### src/rtl/scan_enum_pkg.sv
// Shared types for the scan chain enumeration master.
// Assumes: phases are visited strictly in declaration order except IDLE.
package scan_enum_pkg;

    // Phase of the enumeration program; each phase is a run of TCK bits.
    typedef enum logic [3:0] {
        PH_IDLE,     // no run in progress
        PH_RST,      // TMS high to force every TAP to reset
        PH_TO_SDR,   // walk reset -> Shift-DR
        PH_ID,       // shift identification words out
        PH_TO_SIR,   // walk Exit1-DR -> Shift-IR
        PH_IR,       // load all ones into the instruction registers
        PH_TO_SDR2,  // walk Exit1-IR -> Shift-DR (bypass selected)
        PH_FLUSH,    // clear the bypass flops with zeros
        PH_WAIT,     // send marker, count cycles until it returns
        PH_EXIT      // TMS high to leave the chain in reset
    } phase_e;

    localparam int ID_W = 32;

endpackage

### src/rtl/scan_tck_gen.sv
// Test clock generator.
// Divides clk so that each TCK half period lasts HALF_DIV system cycles and
// gives one-cycle strobes in the cycle where TCK rises or falls.
// Assumes: run_i comes from a register. When run_i drops while TCK is high,
// TCK completes its high phase and then stays low, without a strobe.
module scan_tck_gen #(
    parameter int HALF_DIV = 2
) (
    input  logic clk,
    input  logic rst_n,
    input  logic run_i,
    output logic tck_o,
    output logic rise_o,
    output logic fall_o
);
    localparam int DW = (HALF_DIV > 1) ? $clog2(HALF_DIV) : 1;

    logic [DW-1:0] div_q;
    logic          tck_q;
    logic          term;
    logic          active;

    assign term   = (div_q == DW'(HALF_DIV - 1));
    assign active = run_i || tck_q;

    // Half-period counter and TCK toggle.
    always_ff @(posedge clk) begin
        if (!rst_n) begin
            div_q <= '0;
            tck_q <= 1'b0;
        end else if (active) begin
            if (term) begin
                div_q <= '0;
                tck_q <= ~tck_q;
            end else begin
                div_q <= div_q + 1'b1;
            end
        end else begin
            div_q <= '0;
        end
    end

    assign tck_o  = tck_q;
    assign rise_o = run_i && term && !tck_q;
    assign fall_o = run_i && term && tck_q;
endmodule

### src/rtl/scan_id_buf.sv
// Identification word buffer.
// A right-shifting register: each sampled bit enters at the top, so after
// WORDS*32 shifts the first bit received sits in bit 0 of word 0.
// Assumes: clear_i and shift_i are never high in the same cycle.
module scan_id_buf #(
    parameter int WORDS = 4
) (
    input  logic                                 clk,
    input  logic                                 rst_n,
    input  logic                                 clear_i,
    input  logic                                 shift_i,
    input  logic                                 bit_i,
    output logic [WORDS*scan_enum_pkg::ID_W-1:0] words_o
);
    localparam int BITS = WORDS * scan_enum_pkg::ID_W;

    logic [BITS-1:0] buf_q;

    // Clear on launch, shift one sampled TDO bit in per TCK rise.
    always_ff @(posedge clk) begin
        if (!rst_n || clear_i) begin
            buf_q <= '0;
        end else if (shift_i) begin
            buf_q <= {bit_i, buf_q[BITS-1:1]};
        end
    end

    assign words_o = buf_q;
endmodule

### src/rtl/scan_seq.sv
// Enumeration sequencer.
// Runs the fixed bit program (reset, IDs, IR load, flush, marker, exit).
// On each TCK rise it advances the program and samples TDO. On each TCK fall
// it presents TMS and TDI for the next rise.
// Assumes: rise_i and fall_i are never high together; IR_TOTAL is the summed
// instruction register length of the chain; RST_LEN >= 5.
module scan_seq #(
    parameter int RST_LEN  = 5,
    parameter int IR_TOTAL = 12,
    parameter int MAX_DEV  = 4,
    parameter int MAX_WAIT = 8,
    parameter int KW       = $clog2(MAX_WAIT + 1)
) (
    input  logic          clk,
    input  logic          rst_n,
    input  logic          start_i,
    input  logic          rise_i,
    input  logic          fall_i,
    input  logic          tdo_i,
    output logic          tms_o,
    output logic          tdi_o,
    output logic          busy_o,
    output logic          done_o,
    output logic          timeout_o,
    output logic [KW-1:0] count_o,
    output logic          launch_o,
    output logic          id_shift_o
);
    import scan_enum_pkg::*;

    localparam int ID_BITS = MAX_DEV * ID_W;
    localparam int MAX_A   = (ID_BITS > IR_TOTAL) ? ID_BITS : IR_TOTAL;
    localparam int MAX_B   = (RST_LEN > MAX_WAIT) ? RST_LEN : MAX_WAIT;
    localparam int MAXLEN  = (MAX_A > MAX_B) ? MAX_A : MAX_B;
    localparam int CW      = $clog2(MAXLEN + 1);

    phase_e        phase_q, nxt_ph;
    logic [CW-1:0] cnt_q;
    logic          tms_q, tdi_q, done_q, timeout_q, miss_q;
    logic [KW-1:0] count_q;
    logic          tms_c, tdi_c, last;
    int            len;

    assign busy_o   = (phase_q != PH_IDLE);
    assign launch_o = start_i && !busy_o;
    assign last     = (cnt_q == CW'(len - 1));

    // Bit program: length, TMS/TDI value and successor of each phase.
    always_comb begin
        len    = 1;
        tms_c  = 1'b0;
        tdi_c  = 1'b0;
        nxt_ph = PH_IDLE;
        case (phase_q)
            PH_RST:     begin len = RST_LEN;  tms_c = 1'b1; nxt_ph = PH_TO_SDR; end
            PH_TO_SDR:  begin len = 4; tms_c = (cnt_q == CW'(1)); nxt_ph = PH_ID; end
            PH_ID:      begin len = ID_BITS;  tms_c = last; tdi_c = 1'b1; nxt_ph = PH_TO_SIR; end
            PH_TO_SIR:  begin len = 5; tms_c = (cnt_q < CW'(3)); nxt_ph = PH_IR; end
            PH_IR:      begin len = IR_TOTAL; tms_c = last; tdi_c = 1'b1; nxt_ph = PH_TO_SDR2; end
            PH_TO_SDR2: begin len = 4; tms_c = (cnt_q < CW'(2)); nxt_ph = PH_FLUSH; end
            PH_FLUSH:   begin len = MAX_WAIT; nxt_ph = PH_WAIT; end
            PH_WAIT:    begin len = MAX_WAIT + 1; tdi_c = (cnt_q == '0); nxt_ph = PH_EXIT; end
            PH_EXIT:    begin len = RST_LEN;  tms_c = 1'b1; nxt_ph = PH_IDLE; end
            default:    begin len = 1; end
        endcase
    end

    // Program counter, result capture and TMS/TDI output registers.
    always_ff @(posedge clk) begin
        if (!rst_n) begin
            phase_q   <= PH_IDLE;
            cnt_q     <= '0;
            tms_q     <= 1'b0;
            tdi_q     <= 1'b0;
            done_q    <= 1'b0;
            timeout_q <= 1'b0;
            miss_q    <= 1'b0;
            count_q   <= '0;
        end else if (launch_o) begin
            phase_q   <= PH_RST;
            cnt_q     <= '0;
            tms_q     <= 1'b1;
            tdi_q     <= 1'b0;
            done_q    <= 1'b0;
            timeout_q <= 1'b0;
            miss_q    <= 1'b0;
            count_q   <= '0;
        end else if (rise_i) begin
            if (phase_q == PH_WAIT) begin
                if (tdo_i) begin
                    count_q <= KW'(cnt_q);
                    phase_q <= PH_EXIT;
                    cnt_q   <= '0;
                end else if (cnt_q == CW'(MAX_WAIT)) begin
                    miss_q  <= 1'b1;
                    phase_q <= PH_EXIT;
                    cnt_q   <= '0;
                end else begin
                    cnt_q <= cnt_q + 1'b1;
                end
            end else if (last) begin
                phase_q <= nxt_ph;
                cnt_q   <= '0;
                if (phase_q == PH_EXIT) begin
                    done_q    <= 1'b1;
                    timeout_q <= miss_q;
                end
            end else begin
                cnt_q <= cnt_q + 1'b1;
            end
        end else if (fall_i) begin
            tms_q <= tms_c;
            tdi_q <= tdi_c;
        end
    end

    assign tms_o      = tms_q;
    assign tdi_o      = tdi_q;
    assign done_o     = done_q;
    assign timeout_o  = timeout_q;
    assign count_o    = count_q;
    assign id_shift_o = rise_i && (phase_q == PH_ID);
endmodule

### src/rtl/scan_enum_master.sv
// Scan chain enumeration master (top).
// Connects the test clock generator, the sequencer and the ID buffer.
// Assumes: tdo_i is already synchronous to clk; HALF_DIV >= 1.
module scan_enum_master #(
    parameter int HALF_DIV = 2,
    parameter int RST_LEN  = 5,
    parameter int IR_TOTAL = 12,
    parameter int MAX_DEV  = 4,
    parameter int MAX_WAIT = 8,
    localparam int CNT_W   = $clog2(MAX_WAIT + 1)
) (
    input  logic                  clk,
    input  logic                  rst_n,
    input  logic                  start_i,
    input  logic                  tdo_i,
    output logic                  tck_o,
    output logic                  tms_o,
    output logic                  tdi_o,
    output logic                  busy_o,
    output logic                  done_o,
    output logic                  timeout_o,
    output logic [CNT_W-1:0]      dev_count_o,
    output logic [32*MAX_DEV-1:0] id_words_o
);
    logic rise, fall, launch, id_shift;

    scan_tck_gen #(.HALF_DIV(HALF_DIV)) u_tck (
        .clk(clk), .rst_n(rst_n), .run_i(busy_o),
        .tck_o(tck_o), .rise_o(rise), .fall_o(fall)
    );

    scan_seq #(
        .RST_LEN(RST_LEN), .IR_TOTAL(IR_TOTAL), .MAX_DEV(MAX_DEV),
        .MAX_WAIT(MAX_WAIT), .KW(CNT_W)
    ) u_seq (
        .clk(clk), .rst_n(rst_n), .start_i(start_i),
        .rise_i(rise), .fall_i(fall), .tdo_i(tdo_i),
        .tms_o(tms_o), .tdi_o(tdi_o), .busy_o(busy_o),
        .done_o(done_o), .timeout_o(timeout_o), .count_o(dev_count_o),
        .launch_o(launch), .id_shift_o(id_shift)
    );

    scan_id_buf #(.WORDS(MAX_DEV)) u_ids (
        .clk(clk), .rst_n(rst_n), .clear_i(launch),
        .shift_i(id_shift), .bit_i(tdo_i), .words_o(id_words_o)
    );
endmodule

### config.mk
export PLATFORM = sky130hd
export DESIGN_NAME = scan_enum_master
export DESIGN_NICKNAME = d
export VERILOG_FILES = /design/src/rtl/scan_enum_pkg.sv /design/src/rtl/scan_tck_gen.sv /design/src/rtl/scan_id_buf.sv /design/src/rtl/scan_seq.sv /design/src/rtl/scan_enum_master.sv
export SDC_FILE = /design/constraint.sdc
export NUM_CORES = 1
export LEC_CHECK = 0
export BUFFER_PORTS_ARGS = -buffer_cell sky130_fd_sc_hd__buf_2
export CAP_MARGIN = 20
export CORE_MARGIN = 5
export CORE_UTILIZATION = 45
export CTS_CLUSTER_DIAMETER = 150
export CTS_CLUSTER_SIZE = 30
export DETAILED_ROUTE_END_ITERATION = 10
export HOLD_SLACK_MARGIN = 0.15
export PLACE_DENSITY = 0.71
export SLEW_MARGIN = 40
export SYNTH_ARGS = -nofsm -noshare
export SYNTH_HDL_FRONTEND = slang
export SYNTH_HIERARCHICAL = 1
export SYNTH_SLANG_ARGS = --single-unit
### constraint.sdc
create_clock -name clk -period 2.9 [get_ports clk]
set_clock_uncertainty 0.1 [all_clocks]
set_input_delay 0.145 -clock clk [delete_from_list [all_inputs] [get_ports clk]]
set_output_delay 0.145 -clock clk [all_outputs]
set_load 0.1 [all_outputs]
==> results of run 1 <==
-- per-stage QoR --
| stage | worst slack [ns] | instances | hold WS (ns) | total power, mW | area, sq um |
|---|---|---|---|---|---|
| after floorplan | 0.0150 | 603 | 0.192 | 2.60 | 6230 |
| after global placement | 0.143 | 898 | 0.350 | 2.68 | 6900 |
| after detailed placement | 0.0545 | 898 | 0.364 | 2.69 | 6900 |
| final | 0.117 | 932 | 0.369 | 4.90 | 7540 |
| after CTS | 0.0341 | 932 | 0.349 | 4.95 | 7530 |
| after global routing | 0.00134 | 932 | 0.363 | 5.10 | 7540 |
-- sequential cells by signal, indices dropped and copies added (netlist names) --
register         cells
u_ids/words_o      128
u_seq/cnt_q          8
u_seq/count_o        4
u_seq/phase_q        4
u_seq/done_o         1
u_seq/miss_q         1
u_seq/tdi_o          1
u_seq/timeout_o      1
u_seq/tms_o          1
u_tck/div_q          1
u_tck/tck_o          1
-- report_power, final --
group          total (mW)  internal, mW  leakage, nW  switching [mW]
registers            2.12          2.09         1.22          0.0260
clock network        2.24          1.39        0.293           0.856
logic               0.532         0.154         1.50           0.377
-- layout make-up --
cell class,instances,area (sq um),share of cell area [%]
inverters,4,15.0,0.199
flip-flops and latches,151,3030,40.2
repair buffers,157,868,11.5
well taps,180,225,2.99
multi-input cells,408,2790,37.0
clock inverters,13,171,2.27
clock buffers,19,443,5.88
-- kinds of logic after synthesis --
group / count (synthesis) / synth area share [%]
buffers and inverters: 44 / 6.86
XOR/XNOR: 7 / 0.986
AO/OA/AOI/OAI: 39 / 5.07
multiplexers: 131 / 21.1
flip-flops: 151 / 48.6
AND/OR/NAND/NOR: 227 / 16.6
adder cells (fa/ha/maj): 4 / 0.805
-- worst max path at each step --
| stage | start | endpoint | slack, ns | cells past startpoint |
|---|---|---|---|---|
| CTS | u_seq/phase_q[1]$_SDFFE_PP0P_ | u_seq/phase_q[1]$_SDFFE_PP0P_ | 0.03 | 10 |
| finish | u_seq/phase_q[2]$_SDFFE_PP0P_ | u_seq/phase_q[1]$_SDFFE_PP0P_ | 0.12 | 10 |
| detailed placement | u_seq/phase_q[2]$_SDFFE_PP0P_ | u_seq/phase_q[1]$_SDFFE_PP0P_ | 0.05 | 10 |
| global route | u_seq/phase_q[2]$_SDFFE_PP0P_ | u_seq/phase_q[1]$_SDFFE_PP0P_ | 0.001 | 10 |
| floorplan | u_seq/phase_q[1]$_SDFFE_PP0P_ | u_seq/phase_q[1]$_SDFFE_PP0P_ | 0.01 | 11 |
| global placement | u_seq/phase_q[2]$_SDFFE_PP0P_ | u_seq/phase_q[1]$_SDFFE_PP0P_ | 0.14 | 10 |
-- per-layer routing --
| layer | routed length (um) | track usage, % | share of wire [%] |
|---|---|---|---|
| met1 | 5820 | 20.5 | 44 |
| met2 | 6530 | 27.3 | 49 |
| met4 | 147 | 5.17 | 1.1 |
| met3 | 863 | 5.02 | 6.5 |
| met5 | 0 | 0 | 0 |
-- layout by cell type, fill, tap and decap left out, drive strengths merged, types with 2 or more instances in the layout --
master	instances
a21o	3
a21oi	7
and2	2
buf	155
bufinv	3
clkbuf	19
clkinv	4
clkinvlp	3
dfxtp	151
dlygate4sd3	2
ha	4
inv	7
mux2i	131
nand2	24
nand2b	7
nand3	6
nand4	3
nor2	151
nor2b	7
nor3	8
nor3b	2
nor4b	2
o211ai	2
o21ai	9
o22ai	2
o311a	2
o311ai	2
o32ai	2
or2	3
or3	2
xnor2	3
xor2	4
-- timing repair --
action,4_1_cts,5_1_grt
gates resized for setup,0,3
setup buffers,0,0
hold buffers,2,0
hold endpoints to repair,9,0
endpoints found under the setup margin,0,7
-- worst register-to-register path, cell delays in order (launching register included) --
cell and delay (ns):
sky130_fd_sc_hd__dfxtp_2 0.40, sky130_fd_sc_hd__nor2_1 0.11, sky130_fd_sc_hd__nor2_1 0.15, sky130_fd_sc_hd__o211ai_1 0.11
sky130_fd_sc_hd__ha_1 0.23, sky130_fd_sc_hd__or4_1 0.39, sky130_fd_sc_hd__or3_1 0.33, sky130_fd_sc_hd__o2111ai_2 0.12
sky130_fd_sc_hd__nor2_4 0.11, sky130_fd_sc_hd__or2_1 0.26, sky130_fd_sc_hd__a311o_1 0.36
==> results.rst, run 1 <==
.. list-table::
   :header-rows: 1

   * - Metric
     - Value
   * - Path depth of the worst reg2reg path
     - 10
   * - Final weighted congestion in routability-driven placement
     - 0.808
   * - Yosys warnings
     - 6
   * - Distinct cells, synth
     - 57
   * - Global router's overall resource usage
     - between 10% and 20%
   * - Leakage component of the power
     - around 3.0 nW
   * - Delay contributed by the slowest stage of the critical path
     - 0.40 ns
   * - List of cells traversed by the critical path
     - nor2_1, nor2_1, o211ai_1, ha_1, or4_1, or3_1, o2111ai_2, nor2_4, or2_1, a311o_1
   * - I/O pins
     - between 100 and 150
   * - Headroom to the max-slew limit
     - between 60 and 70%
   * - Area enclosed by the die boundary
     - around 0.016 sq mm
   * - Antenna diode count
     - 0
   * - Vias/cell
     - ~5
   * - Max Slew Vio Count
     - 0
   * - Input/output buffers
     - approximately 140
   * - Finish-stage setup viols
     - 0
   * - Residual DRC count
     - 0
   * - Critical path buffers and inverters
     - 0
   * - Biggest fanout along the worst timing path
     - 7
   * - Critical path's top delay family
     - simple AND/OR/NAND/NOR gates
   * - Commonest register cell after synthesis
     - sky130_fd_sc_hd__dfxtp_1
   * - Share of the core filled with cells
     - 54.9%
   * - # H-tree levels
     - 4
   * - Part of the Yosys area used for sequential elements
     - between 40% and 50%
   * - Share of the synthesized area in the top cell type
     - between 40% and 50%
   * - Clock Tree Root
     - sky130_fd_sc_hd__clkbuf_16
   * - Maximum operating frequency
     - approximately 0.36 GHz
   * - Effective utilization at floorplan
     - between 40% and 50%
   * - Die H
     - roughly 130 um
   * - Wire length of the first global-routing pass
     - between 20,000 and 25,000 um
   * - Area of the placeable core
     - 0.0137 sq mm
   * - CP arrival
     - 2.98 ns
   * - Setup total negative slack
     - 0 ns
   * - Critical register-to-register path startpoint
     - u_seq/phase_q[2]$_SDFFE_PP0P_
   * - Violation count after the first detailed-routing iteration
     - between 300 and 400
   * - Yosys top cell by area
     - sky130_fd_sc_hd__dfxtp_1
   * - Die extent in x
     - roughly 130 um
   * - # Max-Cap Violations
     - 0
   * - Final layout net count
     - between 700 and 800
   * - Maximum vdd drop
     - 0.000364 V
   * - Power per Cell Area
     - approximately 650 mW/mm^2
   * - Initial antenna violation count
     - 0
   * - Setup slack of the worst register-to-register path
     - between 0.1 and 0.15 ns
   * - Number of flops mapped to enable cells by yosys
     - 0
   * - Final wirelength
     - around 13,000 um
   * - Hold worst-path end
     - u_seq/timeout_o$_SDFFE_PP0P_
   * - Most used cell, CP
     - sky130_fd_sc_hd__nor2_1
   * - Commonest cells post-synth
     - 151 x sky130_fd_sc_hd__dfxtp_1, 150 x sky130_fd_sc_hd__nor2_1, 131 x sky130_fd_sc_hd__mux2i_1
   * - Routed length per instance
     - ~14 um
   * - Number of clock buffers inserted by TritonCTS
     - 17
   * - Period Utilization, post-route
     - between 90% and 100%
   * - Actual transition at the worst max-transition pin
     - around 0.54 ns
   * - Total number of placement rows
     - 43
   * - Launch instance of the worst min-delay path
     - u_seq/timeout_o$_SDFFE_PP0P_
   * - Number of buffers between clock root and the deepest sink
     - 2
   * - Min Tclk post-route
     - between 2 and 3 ns
   * - Worst endpoint required time
     - just over 3 ns
   * - Largest net degree at the start of global routing
     - between 80 and 90
   * - RSZ-0062 raised after global routing
     - false
   * - Cell with the most instances after synthesis
     - sky130_fd_sc_hd__dfxtp_1
   * - Number of sinks handled by clock tree synthesis
     - 151
   * - Per-instance average area after synthesis
     - about 10 sq um
   * - Hold violation count in the final report
     - 0
   * - Startpoint class of the critical path
     - register
   * - Library cell contributing the largest single delay on the critical path
     - sky130_fd_sc_hd__dfxtp_2
   * - Path class of the lowest-slack min-delay path
     - reg2reg
   * - FF+latch count, synth
     - 151
   * - DRT antenna net count
     - 0
   * - Most area-consuming cells after synthesis
     - sky130_fd_sc_hd__dfxtp_1 49%, sky130_fd_sc_hd__mux2i_1 21%, sky130_fd_sc_hd__nor2_1 9.1%
   * - Worst Setup End Kind
     - register
   * - Signed area change from the synthesized netlist to the final layout
     - 21.2%
   * - Outcome
     - finished, final reports clean
   * - Number of global-route vias before repair
     - 4,455
   * - Async set-or-reset flop fraction in the synthesized netlist
     - 0%
   * - Drt pass-1 iters
     - 5
   * - Synthesized net count
     - between 600 and 700
   * - Cells after synthesis
     - 603
   * - Worst skew pair latency
     - about 0.41 ns
   * - Via count of the routed design
     - 4,664
   * - Reg-to-reg endpoint
     - u_seq/phase_q[1]$_SDFFE_PP0P_
   * - Clock input transition at the sequential cells of the worst setup and hold paths
     - 0.06 ns
   * - HPWL after detailed placement
     - around 9600 um
   * - Combined area of all synthesized cells
     - between 0.006 and 0.007 sq mm
   * - Clock tree from TritonCTS
     - built
   * - Layout fillers
     - 1,193
   * - Fraction of final layout cells sized beyond drive strength 1
     - between 20% and 30%
   * - Cells on Worst Hold Path
     - 2
   * - Worst setup path category
     - reg2reg
   * - Total congestion overflow
     - 0
Power figures use the tool's default switching activity.
==> run 2, diff against run 1 <==
- BUFFER_PORTS_ARGS: -buffer_cell sky130_fd_sc_hd__buf_2 -> -buffer_cell sky130_fd_sc_hd__buf_4
==> run 2 against run 1 <==
Largest power group unchanged. Routed wire length is 0.59% higher. Hold slack worse by 0.013 ns. Count of clock-buffer cells in the layout is 2 lower.
==> results.rst, run 2 (synthesized netlist as in run 1, its figures left out) <==
.. list-table::
   :header-rows: 1

   * - Metric
     - Value
   * - Outcome
     - finished, final reports clean
   * - Switching portion of total power
     - around 26%
   * - Reg-to-reg endpoint
     - u_seq/phase_q[1]$_SDFFE_PP0P_
   * - Number of global-route vias before repair
     - approximately 4.4k
   * - Vias/cell
     - between 5 and 6
   * - Largest net degree at the start of global routing
     - a little under 60
   * - Commonest non-fill, non-tap cells in the layout
     - 151 x sky130_fd_sc_hd__buf_4, 151 x sky130_fd_sc_hd__dfxtp_1, 150 x sky130_fd_sc_hd__nor2_1
   * - Finish-stage setup viols
     - 0
   * - Via count of the routed design
     - roughly 4.7k
   * - Period Utilization, post-route
     - 93.3%
   * - Clock tree from TritonCTS
     - built
   * - # Max-Cap Violations
     - 0
   * - Final layout net count
     - approximately 750
   * - DRT antenna net count
     - 0
   * - Hold worst-path end
     - u_seq/tms_o$_SDFFE_PN0P_
   * - Input/output buffers
     - 141
   * - Clock input transition at the sequential cells of the worst setup and hold paths
     - ~0.06 ns
   * - Number of buffers between clock root and the deepest sink
     - 2
   * - RSZ-0062 raised after global routing
     - false
   * - Worst setup path category
     - reg2reg
   * - Sequential group share of total power
     - 42.2%
   * - Initial antenna violation count
     - 0
   * - HPWL after detailed placement
     - 9650 um
   * - Total number of placement rows
     - 43
   * - Number of clock buffers inserted by TritonCTS
     - 17
   * - Number of sinks handled by clock tree synthesis
     - 151
   * - Min Tclk post-route
     - 2.71 ns
   * - Die H
     - between 100 and 150 um
   * - Die extent in x
     - between 100 and 150 um
   * - Leakage component of the power
     - roughly 3 nW
   * - Wire length of the first global-routing pass
     - between 20,000 and 25,000 um
   * - Final weighted congestion in routability-driven placement
     - 0.821
   * - Hold violation count in the final report
     - 0
   * - PostCTS Resize Cnt
     - 0
   * - Biggest fanout along the worst timing path
     - 7
   * - Internal power
     - ~3.7 mW
   * - Routed length per instance
     - ~14 um
   * - Residual DRC count
     - 0
   * - Critical register-to-register path startpoint
     - u_seq/phase_q[1]$_SDFFE_PP0P_
   * - Setup slack of the worst register-to-register path
     - 0.19 ns
   * - Launch instance of the worst min-delay path
     - start_i
   * - Signed area change from the synthesized netlist to the final layout
     - 27.1%
   * - Actual transition at the worst max-transition pin
     - roughly 0.53 ns
   * - Area enclosed by the die boundary
     - between 0.015 and 0.02 sq mm
   * - Effective utilization at floorplan
     - 45.3%
   * - Power per Cell Area
     - 634 mW/mm^2
   * - Startpoint class of the critical path
     - register
   * - Drt pass-1 iters
     - 5
   * - Cells on Worst Hold Path
     - 4
   * - Total congestion overflow
     - 0
   * - Path class of the lowest-slack min-delay path
     - in2reg
   * - Worst setup slack after layout
     - around 0.19 ns
   * - Headroom to the max-slew limit
     - 64.3%
   * - Worst hold slack
     - between 0.3 and 0.4 ns
   * - Logic gate share of total power
     - between 10% and 20%
   * - Antenna diode count
     - 0
   * - I/O pins
     - about 140
   * - Maximum operating frequency
     - roughly 0.37 GHz
   * - Worst endpoint required time
     - 3.09 ns
   * - Maximum vdd drop
     - 0.000307 V
   * - Path depth of the worst reg2reg path
     - 10
   * - Fraction of final layout cells sized beyond drive strength 1
     - 27.0%
   * - Number of flip-flops under the largest register name
     - roughly 130
   * - Worst skew pair latency
     - 0.41 ns
   * - CP arrival
     - ~2.9 ns
   * - Global router's overall resource usage
     - between 15 and 20%
   * - Final wirelength
     - 13,400 um
   * - Clk pwr share
     - between 40% and 50%
   * - Violation count after the first detailed-routing iteration
     - 398
   * - Post-placement setup slack
     - approximately 0.23 ns
   * - Worst Setup End Kind
     - register
   * - # H-tree levels
     - 4
   * - Max Slew Vio Count
     - 0
   * - Setup total negative slack
     - 0 ns
   * - Layout fillers
     - ~1.2k
   * - Area of the placeable core
     - between 0.01 and 0.015 sq mm
   * - Switching power summed over all nets
     - around 1.3 mW
   * - Clock Tree Root
     - sky130_fd_sc_hd__clkbuf_16
-- run 2: final cells by class --
| cell class | count | area (sq um) | share of cell area (%) |
|---|---|---|---|
| repair buffers | 156 | 1210 | 15.4 |
| clock buffers | 17 | 425 | 5.38 |
| inverters | 4 | 15.0 | 0.190 |
| clock inverters | 15 | 214 | 2.71 |
| flip-flops and latches | 151 | 3020 | 38.2 |
| well taps | 180 | 225 | 2.85 |
| multi-input cells | 408 | 2790 | 35.3 |
-- run 2: worst max-delay path by stage --
stage | slack [ns] | startpoint | end | depth (start not counted)
after global placement | 0.28 | u_seq/phase_q[1]$_SDFFE_PP0P_ | u_seq/phase_q[1]$_SDFFE_PP0P_ | 10
after floorplan | 0.01 | u_seq/phase_q[1]$_SDFFE_PP0P_ | u_seq/phase_q[1]$_SDFFE_PP0P_ | 11
after global routing | 0.02 | u_seq/phase_q[1]$_SDFFE_PP0P_ | u_seq/phase_q[1]$_SDFFE_PP0P_ | 10
after CTS | 0.20 | u_seq/phase_q[1]$_SDFFE_PP0P_ | u_seq/phase_q[1]$_SDFFE_PP0P_ | 10
final | 0.19 | u_seq/phase_q[1]$_SDFFE_PP0P_ | u_seq/phase_q[1]$_SDFFE_PP0P_ | 10
after detailed placement | 0.23 | u_seq/phase_q[1]$_SDFFE_PP0P_ | u_seq/phase_q[1]$_SDFFE_PP0P_ | 10
-- run 2: through the flow --
stage | cells | cell area, sq um | power (mW) | utilization (%)
after global routing | 931 | 7900 | 5.21 | 57.6
after CTS | 931 | 7900 | 5.06 | 57.6
after detailed placement | 897 | 7240 | 2.70 | 52.8
final | 931 | 7900 | 5.01 | 57.6
after floorplan | 603 | 6230 | 2.60 | -
after global placement | 897 | 7240 | 2.69 | 52.8
-- run 2: critical path, stage by stage (launching register included) --
cell,delay (ns)
sky130_fd_sc_hd__dfxtp_1,0.38
sky130_fd_sc_hd__nor2_1,0.09
sky130_fd_sc_hd__nor2_1,0.12
sky130_fd_sc_hd__o211ai_1,0.11
sky130_fd_sc_hd__ha_1,0.24
sky130_fd_sc_hd__or4_1,0.39
sky130_fd_sc_hd__or3_1,0.34
sky130_fd_sc_hd__o2111ai_2,0.12
sky130_fd_sc_hd__nor2_4,0.10
sky130_fd_sc_hd__or2_1,0.25
sky130_fd_sc_hd__a311o_1,0.34
-- run 2: metal layers --
layer  wire length, um  vias to the layer above  track usage [%]
li1                  -                     2337                -
met4               210                        0             5.80
met1              5860                     2212             21.1
met3               912                       15             4.89
met5                 0                        -                0
met2              6460                      137             26.7
-- run 2: what timing repair did --
action                     4_1_cts  5_1_grt
setup endpoints to repair        0        0
hold buffers                     2        0
setup buffers                    0        0
hold endpoints to repair         9        0
-- run 2: power by group through the flow --
stage | Clock [mW] | Combinational (mW) | Sequential [mW]
final | 2.36 | 0.541 | 2.11
after global placement | 0 | 0.529 | 2.16
after CTS | 2.41 | 0.541 | 2.11
after global routing | 2.50 | 0.588 | 2.11
after floorplan | 0 | 0.411 | 2.19
after detailed placement | 0 | 0.538 | 2.16
==> run 3, diff against run 2 <==
- ABC_AREA: unset -> 1
- PLACE_DENSITY: 0.71 -> 0.72
==> run 3 against run 2 <==
Routed wire length increased by 7.0%. Synthesized cell count increased by 28%. Highest routed layer unchanged. Register-to-register slack improved by 0.12 ns.
==> results.rst, run 3 <==
.. list-table::
   :header-rows: 1

   * - Metric
     - Value
   * - FF+latch count, synth
     - approximately 150
   * - Distinct cells, synth
     - 31
   * - Layout fillers
     - between 1k and 1.5k
   * - Commonest register cell after synthesis
     - sky130_fd_sc_hd__dfxtp_1
   * - Final layout net count
     - 906
   * - Leakage component of the power
     - 2.95 nW
   * - Drt pass-1 iters
     - 5
   * - Power per Cell Area
     - ~580 mW/mm^2
   * - Clock Tree Root
     - sky130_fd_sc_hd__clkbuf_16
   * - Number of flops mapped to enable cells by yosys
     - 0
   * - Per-instance average area after synthesis
     - between 7 and 8 sq um
   * - RSZ-0062 raised after global routing
     - false
   * - Async set-or-reset flop fraction in the synthesized netlist
     - 0%
   * - Total congestion overflow
     - 0
   * - Design area
     - between 0.007 and 0.008 sq mm
   * - Initial antenna violation count
     - 0
   * - Worst endpoint required time
     - 3.10 ns
   * - Worst skew pair latency
     - slightly above 0.4 ns
   * - Area taken by multi-input logic gates
     - approximately 0.0024 sq mm
   * - DRT antenna net count
     - 0
   * - Cells after synthesis
     - between 700 and 800
   * - Biggest fanout along the worst timing path
     - 9
   * - Outcome
     - finished, final reports clean
   * - Final wirelength
     - ~14,000 um
   * - Cell with the most instances after synthesis
     - sky130_fd_sc_hd__nand2_1
   * - Number of flip-flops under the largest register name
     - ~130
   * - Yosys warnings
     - 6
   * - Violation count after the first detailed-routing iteration
     - 385
   * - Share of the synthesized area in the top cell type
     - roughly 50%
   * - CP arrival
     - between 2 and 3 ns
   * - Area of placed instances
     - between 0.006 and 0.007 sq mm
   * - Path class of the lowest-slack min-delay path
     - reg2reg
   * - Fraction of final layout cells sized beyond drive strength 1
     - between 20% and 30%
   * - # H-tree levels
     - 4
   * - Hold violation count in the final report
     - 0
   * - Synthesized net count
     - between 700 and 800
   * - Min Tclk post-route
     - roughly 2.6 ns
   * - Wire length of the first global-routing pass
     - roughly 24,000 um
   * - Number of global-route vias before repair
     - a little under 5k
   * - Period Utilization, post-route
     - between 80% and 90%
   * - Die extent in x
     - between 100 and 150 um
   * - Share of the core filled with cells
     - a little under 60%
   * - I/O pins
     - roughly 140
   * - Number of sinks handled by clock tree synthesis
     - between 150 and 200
   * - Setup total negative slack
     - 0 ns
   * - Sequential cell area
     - around 0.003 sq mm
   * - Most common cell after layout, fill and taps aside
     - sky130_fd_sc_hd__nand2_1
   * - Worst setup path category
     - reg2reg
   * - Effective utilization at floorplan
     - between 40% and 50%
   * - Antenna diode count
     - 0
   * - Residual DRC count
     - 0
   * - Area enclosed by the die boundary
     - between 0.015 and 0.02 sq mm
   * - Worst Setup End Kind
     - register
   * - Number of clock buffers inserted by TritonCTS
     - 17
   * - Most area-consuming cells after synthesis
     - sky130_fd_sc_hd__dfxtp_1 51%, sky130_fd_sc_hd__nand2_1 19%, sky130_fd_sc_hd__a21oi_1 12%
   * - Max Slew Vio Count
     - 0
   * - Maximum operating frequency
     - approximately 0.39 GHz
   * - Startpoint class of the critical path
     - register
   * - Routed length per instance
     - about 13 um
   * - Part of the Yosys area used for sequential elements
     - between 50 and 60%
   * - Commonest cells post-synth
     - 296 x sky130_fd_sc_hd__nand2_1, 151 x sky130_fd_sc_hd__dfxtp_1, 139 x sky130_fd_sc_hd__a21oi_1
   * - Input/output buffers
     - between 100 and 150
   * - Final weighted congestion in routability-driven placement
     - roughly 0.9
   * - Signed area change from the synthesized netlist to the final layout
     - 28.2%
   * - Combined area of all synthesized cells
     - 0.00594 sq mm
   * - Clock input transition at the sequential cells of the worst setup and hold paths
     - ~0.06 ns
   * - Die H
     - 125 um
   * - Clock tree from TritonCTS
     - built
   * - Yosys top cell by area
     - sky130_fd_sc_hd__dfxtp_1
   * - HPWL after detailed placement
     - about 9500 um
   * - Vias/cell
     - between 4 and 5
   * - Number of buffers between clock root and the deepest sink
     - 2
   * - Post-CTS setup buffer count
     - 0
   * - Number of buffers added to fix hold violations after cts
     - 3
   * - Actual transition at the worst max-transition pin
     - a little under 0.6 ns
   * - PostCTS Resize Cnt
     - 0
   * - Global router's overall resource usage
     - roughly 18%
   * - Total number of placement rows
     - 42
   * - Maximum vdd drop
     - around 0.00030 V
   * - Commonest non-fill, non-tap cells in the layout
     - 294 x sky130_fd_sc_hd__nand2_1, 151 x sky130_fd_sc_hd__dfxtp_1, 145 x sky130_fd_sc_hd__buf_4
   * - Headroom to the max-slew limit
     - between 60% and 70%
   * - Finish-stage setup viols
     - 0
   * - # Max-Cap Violations
     - 0
   * - Largest net degree at the start of global routing
     - approximately 130
   * - Area of the placeable core
     - ~0.013 sq mm
   * - Via count of the routed design
     - 5,385
-- run 3: cell types whose count changed after synthesis, moves of 13 or more --
cell,delta
sky130_fd_sc_hd__nand2_1,+272
sky130_fd_sc_hd__nor2_1,-133
sky130_fd_sc_hd__a21oi_1,+132
sky130_fd_sc_hd__mux2i_1,-131
sky130_fd_sc_hd__inv_1,+33
sky130_fd_sc_hd__buf_4,+15
sky130_fd_sc_hd__buf_12,-13
sky130_fd_sc_hd__nand3_1,+13
-- run 3: logic make-up (layout without fill, tap and decap cells) --
family,count (synthesis),after routing,share of synthesized area (%)
AOI/OAI and AO/OA,161,161,14.0
DFF,151,151,50.9
xor gates and xnor gates,3,3,0.443
adders and majority gates,4,4,0.843
buffers and inverters,86,227,8.34
and+or+nand+nor,365,365,25.5
-- run 3: metrics by stage --
| step | hold WS, ns | cells | power [mW] | setup slack, ns |
|---|---|---|---|---|
| floorplan | 0.168 | 770 | 2.24 | 0.148 |
| global placement | 0.337 | 1052 | 2.28 | 0.433 |
| global route | 0.361 | 1087 | 4.57 | 0.150 |
| finish | 0.351 | 1087 | 4.42 | 0.311 |
| detailed placement | 0.342 | 1052 | 2.28 | 0.396 |
| CTS | 0.350 | 1087 | 4.46 | 0.351 |
-- run 3: routing by layer --
layer	wire length (um)	GRT usage, %
met1	6670	23.5
met2	6670	28.1
met3	840	6.05
met4	202	5.48
met5	0	0
-- run 3: final timing paths --
kind                                  from                       endpoint  slack, ns  cells after the start
min          u_seq/count_o[0]$_SDFFE_PP0P_  u_seq/count_o[0]$_SDFFE_PP0P_       0.35                      2
max reg2reg  u_seq/phase_q[0]$_SDFFE_PN0P_    u_seq/cnt_q[7]$_SDFFE_PP0P_       0.31                     16
max          u_seq/phase_q[0]$_SDFFE_PN0P_    u_seq/cnt_q[7]$_SDFFE_PP0P_       0.31                     16
min reg2reg  u_seq/count_o[0]$_SDFFE_PP0P_  u_seq/count_o[0]$_SDFFE_PP0P_       0.35                      2
-- run 3: report_power, final --
part / leakage [nW] / internal [mW] / total [mW] / switching, mW
clock: 0.288 / 1.36 / 2.18 / 0.823
combinational: 1.44 / 0.0354 / 0.152 / 0.117
sequential: 1.22 / 2.08 / 2.08 / 0.00432
total: 2.95 / 3.47 / 4.42 / 0.944
-- run 3: worst max-delay path: stages (launching register included) --
cell and delay [ns]:
sky130_fd_sc_hd__dfxtp_1 0.42, sky130_fd_sc_hd__inv_2 0.08, sky130_fd_sc_hd__nor2_1 0.25, sky130_fd_sc_hd__nand2_2 0.14, sky130_fd_sc_hd__inv_1 0.09, sky130_fd_sc_hd__a211oi_1 0.05
sky130_fd_sc_hd__ha_1 0.29, sky130_fd_sc_hd__xor2_1 0.14, sky130_fd_sc_hd__nand3_1 0.09, sky130_fd_sc_hd__nor2_1 0.12, sky130_fd_sc_hd__nand2_1 0.07, sky130_fd_sc_hd__nor2_2 0.12
sky130_fd_sc_hd__nand2_2 0.09, sky130_fd_sc_hd__nand2_2 0.10, sky130_fd_sc_hd__nand3_4 0.10, sky130_fd_sc_hd__nand2_4 0.16, sky130_fd_sc_hd__nor2_1 0.07
-- run 3: cell type report --
cell class / instances / share of cell area (%)
clock buffer: 25 / 6.51
clock inverter: 7 / 1.20
inverter: 44 / 2.20
multi-input combinational: 533 / 32.0
sequential: 151 / 39.7
tap: 176 / 2.89
timing repair buffer: 151 / 15.5
